`src/rtl/msi_cap_pkg.sv`:
```
package msi_cap_pkg;
  typedef enum logic [1:0] {
    FLD_ENABLE = 2'd0,
    FLD_MASK   = 2'd1,
    FLD_STATUS = 2'd2,
    FLD_NONE   = 2'd3
  } bank_fld_e;

  localparam int unsigned OFS_MATCH_LO  = 0;
  localparam int unsigned OFS_MATCH_HI  = 4;
  localparam int unsigned OFS_BANK_BASE = 16;
  localparam int unsigned BANK_STRIDE   = 12;
endpackage

```
`src/rtl/msi_cap_decode.sv`:
```
module msi_cap_decode
  import msi_cap_pkg::*;
#(
  parameter int unsigned NUM_BANKS = 8,
  parameter int unsigned REG_AW    = 8
) (
  input  logic [REG_AW-1:0]    addr,
  output logic                 lo_sel,
  output logic                 hi_sel,
  output logic [NUM_BANKS-1:0] bank_sel,
  output bank_fld_e            fld
);
  logic [REG_AW-1:0] rel [NUM_BANKS];

  assign lo_sel = (addr == REG_AW'(OFS_MATCH_LO));
  assign hi_sel = (addr == REG_AW'(OFS_MATCH_HI));

  for (genvar k = 0; k < NUM_BANKS; k++) begin : g_bank_dec
    localparam int unsigned BASE = OFS_BANK_BASE + BANK_STRIDE * k;
    assign rel[k]      = addr - REG_AW'(BASE);
    assign bank_sel[k] = (addr >= REG_AW'(BASE)) &&
                         (addr < REG_AW'(BASE + BANK_STRIDE)) &&
                         (addr[1:0] == 2'b00);
  end

  always_comb begin
    fld = FLD_NONE;
    for (int k = 0; k < NUM_BANKS; k++) begin
      if (bank_sel[k]) fld = bank_fld_e'(rel[k][3:2]);
    end
  end
endmodule

```
`src/rtl/msi_cap_match.sv`:
```
module msi_cap_match #(
  parameter int unsigned NUM_BANKS = 8,
  parameter int unsigned BANK_W    = 32,
  localparam int unsigned VEC_W    = $clog2(NUM_BANKS * BANK_W),
  localparam int unsigned BIT_W    = $clog2(BANK_W),
  localparam int unsigned BIDX_W   = (VEC_W > BIT_W) ? VEC_W - BIT_W : 1
) (
  input  logic                 clk,
  input  logic                 rst_n,
  input  logic                 lo_wr,
  input  logic                 hi_wr,
  input  logic [31:0]          wdata,
  input  logic                 in_valid,
  input  logic [63:0]          in_addr,
  input  logic [31:0]          in_data,
  output logic                 in_ready,
  output logic [31:0]          match_lo,
  output logic [31:0]          match_hi,
  output logic [NUM_BANKS-1:0] set_en,
  output logic [BIT_W-1:0]     set_bit
);
  logic             fire;
  logic             hit;
  logic [VEC_W-1:0] vec;

  always_ff @(posedge clk) begin
    if (!rst_n) begin
      in_ready <= 1'b0;
      match_lo <= '0;
      match_hi <= '0;
    end else begin
      in_ready <= 1'b1;
      if (lo_wr) match_lo <= wdata;
      if (hi_wr) match_hi <= wdata;
    end
  end

  assign fire    = in_valid && in_ready;
  assign hit     = (in_addr == {match_hi, match_lo});
  assign vec     = in_data[VEC_W-1:0];
  assign set_bit = vec[BIT_W-1:0];

  for (genvar k = 0; k < NUM_BANKS; k++) begin : g_route
    assign set_en[k] = fire && hit && (vec[VEC_W-1:BIT_W] == BIDX_W'(k));
  end
endmodule

```
`src/rtl/msi_cap_bank.sv`:
```
module msi_cap_bank
  import msi_cap_pkg::*;
#(
  parameter int unsigned BANK_W = 32,
  localparam int unsigned BIT_W = $clog2(BANK_W)
) (
  input  logic              clk,
  input  logic              rst_n,
  input  logic              wr_en,
  input  bank_fld_e         fld,
  input  logic [BANK_W-1:0] wdata,
  input  logic              set_en,
  input  logic [BIT_W-1:0]  set_bit,
  output logic [BANK_W-1:0] en_q,
  output logic [BANK_W-1:0] mask_q,
  output logic [BANK_W-1:0] stat_q
);
  logic [BANK_W-1:0] clr_vec;
  logic [BANK_W-1:0] set_vec;

  always_comb begin
    clr_vec = (wr_en && fld == FLD_STATUS) ? wdata : '0;
    set_vec = set_en ? ((BANK_W'(1) << set_bit) & en_q) : '0;
  end

  always_ff @(posedge clk) begin
    if (!rst_n) begin
      en_q   <= '0;
      mask_q <= '1;
      stat_q <= '0;
    end else begin
      if (wr_en && fld == FLD_ENABLE) en_q   <= wdata;
      if (wr_en && fld == FLD_MASK)   mask_q <= wdata;
      stat_q <= (stat_q & ~clr_vec) | set_vec;
    end
  end
endmodule

```
`src/rtl/msi_cap_irq.sv`:
```
module msi_cap_irq #(
  parameter int unsigned N = 256
) (
  input  logic         clk,
  input  logic         rst_n,
  input  logic [N-1:0] pending,
  output logic         irq
);
  always_ff @(posedge clk) begin
    if (!rst_n) irq <= 1'b0;
    else        irq <= |pending;
  end
endmodule

```
`src/rtl/msi_capture.sv`:
```
module msi_capture
  import msi_cap_pkg::*;
#(
  parameter int unsigned NUM_BANKS = 8,
  parameter int unsigned BANK_W    = 32,
  parameter int unsigned REG_AW    = 8
) (
  input  logic              clk,
  input  logic              rst_n,
  input  logic              reg_wr,
  input  logic              reg_rd,
  input  logic [REG_AW-1:0] reg_addr,
  input  logic [31:0]       reg_wdata,
  output logic [31:0]       reg_rdata,
  output logic              reg_rvalid,
  input  logic              in_valid,
  output logic              in_ready,
  input  logic [63:0]       in_addr,
  input  logic [31:0]       in_data,
  output logic              irq
);
  localparam int unsigned NVEC  = NUM_BANKS * BANK_W;
  localparam int unsigned BIT_W = $clog2(BANK_W);

  logic                 lo_sel, hi_sel;
  logic [NUM_BANKS-1:0] bank_sel;
  bank_fld_e            fld;
  logic [31:0]          match_lo, match_hi;
  logic [NUM_BANKS-1:0] set_en;
  logic [BIT_W-1:0]     set_bit;
  logic [NVEC-1:0]      en_flat, mask_flat, stat_flat;
  logic [31:0]          rd_mux;

  msi_cap_decode #(.NUM_BANKS(NUM_BANKS), .REG_AW(REG_AW)) u_dec (
    .addr(reg_addr), .lo_sel(lo_sel), .hi_sel(hi_sel),
    .bank_sel(bank_sel), .fld(fld)
  );

  msi_cap_match #(.NUM_BANKS(NUM_BANKS), .BANK_W(BANK_W)) u_match (
    .clk(clk), .rst_n(rst_n),
    .lo_wr(reg_wr && lo_sel), .hi_wr(reg_wr && hi_sel), .wdata(reg_wdata),
    .in_valid(in_valid), .in_addr(in_addr), .in_data(in_data),
    .in_ready(in_ready), .match_lo(match_lo), .match_hi(match_hi),
    .set_en(set_en), .set_bit(set_bit)
  );

  for (genvar k = 0; k < NUM_BANKS; k++) begin : g_bank
    msi_cap_bank #(.BANK_W(BANK_W)) u_bank (
      .clk(clk), .rst_n(rst_n),
      .wr_en(reg_wr && bank_sel[k]), .fld(fld),
      .wdata(reg_wdata[BANK_W-1:0]),
      .set_en(set_en[k]), .set_bit(set_bit),
      .en_q(en_flat[k*BANK_W +: BANK_W]),
      .mask_q(mask_flat[k*BANK_W +: BANK_W]),
      .stat_q(stat_flat[k*BANK_W +: BANK_W])
    );
  end

  msi_cap_irq #(.N(NVEC)) u_irq (
    .clk(clk), .rst_n(rst_n),
    .pending(stat_flat & ~mask_flat), .irq(irq)
  );

  always_comb begin
    rd_mux = '0;
    if (lo_sel) rd_mux = match_lo;
    if (hi_sel) rd_mux = match_hi;
    for (int k = 0; k < NUM_BANKS; k++) begin
      if (bank_sel[k]) begin
        case (fld)
          FLD_ENABLE: rd_mux = 32'(en_flat[k*BANK_W +: BANK_W]);
          FLD_MASK:   rd_mux = 32'(mask_flat[k*BANK_W +: BANK_W]);
          FLD_STATUS: rd_mux = 32'(stat_flat[k*BANK_W +: BANK_W]);
          default:    rd_mux = '0;
        endcase
      end
    end
  end

  always_ff @(posedge clk) begin
    if (!rst_n) begin
      reg_rdata  <= '0;
      reg_rvalid <= 1'b0;
    end else begin
      reg_rvalid <= reg_rd;
      if (reg_rd) reg_rdata <= rd_mux;
    end
  end
endmodule

```
`config.mk`:
```
export PLATFORM = sky130hd
export DESIGN_NAME = msi_capture
export DESIGN_NICKNAME = d
export VERILOG_FILES = /design/src/rtl/msi_cap_pkg.sv /design/src/rtl/msi_cap_decode.sv /design/src/rtl/msi_cap_match.sv /design/src/rtl/msi_cap_bank.sv /design/src/rtl/msi_cap_irq.sv /design/src/rtl/msi_capture.sv
export SDC_FILE = /design/constraint.sdc
export NUM_CORES = 2
export LEC_CHECK = 0
export ABC_CLOCK_PERIOD_IN_PS = 5550
export CAP_MARGIN = 20
export CELL_PAD_IN_SITES_DETAIL_PLACEMENT = 1
export CELL_PAD_IN_SITES_GLOBAL_PLACEMENT = 2
export CORE_MARGIN = 4
export CORE_UTILIZATION = 39
export CTS_CLUSTER_DIAMETER = 80
export CTS_CLUSTER_SIZE = 25
export DETAILED_ROUTE_END_ITERATION = 7
export DONT_BUFFER_PORTS = 1
export PLACE_DENSITY = 0.77
export SETUP_SLACK_MARGIN = 0.4
export SKIP_CTS_REPAIR_TIMING = 1
export SLEW_MARGIN = 20
export SYNTH_ARGS = -nofsm -noshare
export SYNTH_HDL_FRONTEND = slang
export SYNTH_HIERARCHICAL = 1
export SYNTH_SLANG_ARGS = --single-unit
export TNS_END_PERCENT = 50
```
`constraint.sdc`:
```
create_clock -name clk -period 5.55 [get_ports clk]
set_input_delay 0.2775 -clock clk [delete_from_list [all_inputs] [get_ports clk]]
set_output_delay 0.2775 -clock clk [all_outputs]
set_load 0.03 [all_outputs]
```
==> results.md <==
- Status: finished, violations left
- Failing checks: hold timing, slew limit
- Worst clock skew: 0.0524 ns
- RSZ-0062 raised after global routing: no
- Worst hold path type: input pin to flip-flop
- Buf/Inv on CP: 0
- Hold Slack: -0.00564 ns
- Syn. warnings: 6
- Clock insertion delay at the later pin of the skew report: 0.71 ns
- Slowest cell on crit path: nand4b_1
- Die area: 124000 µm²
- Htree depth: 2
- Die height: 352 µm
- Core area: 117000 µm²
- Setup TNS: 0 ns
- Setup crit end kind: flip-flop
- Via count: 42600
- Core Rows: 125
- Area after DPL: 46200 µm²
- Die Width: 352 µm
- Number of max-cap violations: 0
- Avg Cell Area, Syn: 8.17 µm²
- FFs w/ async S/R, synth: 0%
- Design area: 49600 µm²
- CTS Buf Count: 49
- I/O Pins: 176
- Period minus WS final: 5.23 ns
- Synth-to-Final Area Change: 7.56%
- Initial antenna violation count: 12
- Clock sink count: 867
- Maximum VDD drop: 0.000291 V
- Flop-to-flop setup slack: 1.55 ns
- Tot GR Track Use: 30.0%
- DP HPWL: 125 mm
- # nets final: 5562
- Setup violations, final: 0
- Worst path cell trace: nand4b_1, nor2_1, a32o_1
- Root buf cell: clkbuf_16
- Average wire per standard cell: 28.8 µm
- Most frequent cells in the layout: nand2_1 (1269), dfxtp_1 (867), nand3_1 (474), nor2b_1 (358), mux2i_1 (322)
- DRT Pass-1 Iters: 6
- Arr. time, crit path: 5.79 ns
- Fin. Hold Viols: 2
- Family with the most delay on the worst path: simple AND/OR/NAND/NOR gates
- Port bufs: 0
- Finished Core Util: 42.5%
- Via/cell ratio: 6.10
- Synthesized area: 46100 µm²
- DRC viols: 0
- CP Class: input pin to flip-flop
- Distinct cells, synth: 66
- RePlAce Congestion: 0.850
- Antenna violation net count after detailed routing: 0
- Number of global-route vias before repair: 41100
- CP max FO: 1091
- Cells after DPL: 6777
- Clock tree from TritonCTS: built
- Largest stage delay, worst path: 2.27 ns
- Post-synth EDFFs: 0
- Remaining global-route overflow: 0
- Leak pwr: 19.5 nW
- Final worst-path cycle share: 94.3%
- Layout cell share with drive strength beyond 1: 12.2%
- Routed WL: 201 mm
- Max Freq: 0.191 GHz
- Initial Utilization: 39.5%
- Pwr Density: 237 nW/µm²
- Commonest non-fill, non-tap cell in the layout: nand2_1
- Share of the yosys chip area belonging to registers: 37.6%
- CP Launch Type: input pin
- Prevailing post-synth register cell: dfxtp_1
- Clock Path Buffers: 3
- FF+latch count, synth: 867
- Largest net degree at the start of global routing: 1212
- Syn nets: 5791
- Global-route wire length before repair: 280 mm
- Slew HR: -290%
- Initial DRC Count: 3984
- Worst-path clk slew: 0.10 ns
- Fin. max-slew vios: 1058
- Synth Instances: 5647
- Critical path required time: 6.10 ns
- Finished Layout Cells: 6984
- Actual slew at the worst max-slew pin: 5.85 ns
## routing by layer
metal	global-route usage, %	vias to the layer above	part of all wire, %
li1	-	19600	-
met1	38.9	21500	43
met2	51.2	1204	47
met3	4.19	271	6.2
met4	9.70	14	3.6
met5	0	-	0.046
## kinds of logic (layout without fill, tap and decap cells)
kind of cell / after synthesis / after routing / share of synthesized area, %
compound gates: 1191 / 1191 / 19.5
simple gates: 2686 / 2686 / 28.6
xor+xnor: 47 / 47 / 0.893
mux: 322 / 322 / 6.99
buf+inv: 531 / 339 / 6.32
fa+ha+maj: 3 / 3 / 0.0814
flops: 867 / 867 / 37.6
other cells: 0 / 5 / 0
## cell type report
class                   count  area [µm²]
fillers                 13700       67200
multi-input cells        4249       26000
inverters                  54         203
diodes                      5        12.5
flip-flops and latches    867       17400
clock buffers              55        1320
clock inverters            33         418
repair buffers            197        2420
well taps                1524        1910
## power by group
group | leakage [nW] | internal, mW | switching [mW]
sequential | 7.00 | 6.23 | 0.0599
combinational | 11.7 | 0.281 | 0.600
clock | 0.852 | 2.04 | 2.54
## synthesized netlist by cell type (all sizes together), types with 9 or more instances
master / n / share of area (%)
a211o: 30 / 0.57
a211oi: 31 / 0.50
a21o: 16 / 0.26
a21oi: 214 / 2.3
a221oi: 34 / 0.65
a22oi: 36 / 0.59
a311o: 30 / 0.65
a31o: 96 / 1.8
a31oi: 32 / 0.43
a32o: 80 / 1.7
a41o: 64 / 1.4
and2: 20 / 0.27
and3b: 16 / 0.30
buf: 290 / 4.4
clkbuf: 187 / 1.5
dfxtp: 867 / 38
inv: 54 / 0.44
mux2i: 322 / 7.0
nand2: 1270 / 10
nand2b: 31 / 0.42
nand3: 538 / 6.5
nand3b: 45 / 0.73
nand4: 33 / 0.45
nand4b: 16 / 0.30
nor2: 102 / 0.83
nor2b: 362 / 4.9
nor3: 88 / 0.97
nor3b: 17 / 0.28
nor4: 83 / 1.2
o21ai: 437 / 6.8
o221ai: 65 / 1.2
or2: 31 / 0.42
or3b: 9 / 0.17
xnor2: 29 / 0.55
xor2: 18 / 0.34
## per-stage QoR
stage | power (mW) | setup WS [ns]
2_1_floorplan | 6.93 | 1.45
3_3_place_gp | 6.91 | 1.21
3_5_place_dp | 6.91 | 1.20
4_1_cts | 11.4 | 1.63
5_1_grt | 12.1 | 1.37
6_report | 11.8 | 0.318
## sequential cells by signal (all words and copies together) (netlist names)
signal,cells
reg_rdata,32
reg_rvalid,1
u_match/match_lo,32
g_bank.u_bank/en_q,256
u_match/in_ready,1
u_irq/irq,1
u_match/match_hi,32
g_bank.u_bank/stat_q,256
g_bank.u_bank/mask_q,256
## path summary, 6_finish.rpt
path,end,from,cells after the start
max,g_bank[6].u_bank/stat_q[28]$_SDFF_PN0_,rst_n,3
min,reg_rdata[9]$_SDFFE_PN0P_,reg_rd,2
max reg2reg,g_bank[5].u_bank/stat_q[6]$_SDFF_PN0_,u_match/match_hi[12]$_SDFFE_PN0P_,9
min reg2reg,g_bank[1].u_bank/en_q[15]$_SDFFE_PN0P_,g_bank[1].u_bank/en_q[15]$_SDFFE_PN0P_,2
(Power assumes the default switching activity.)
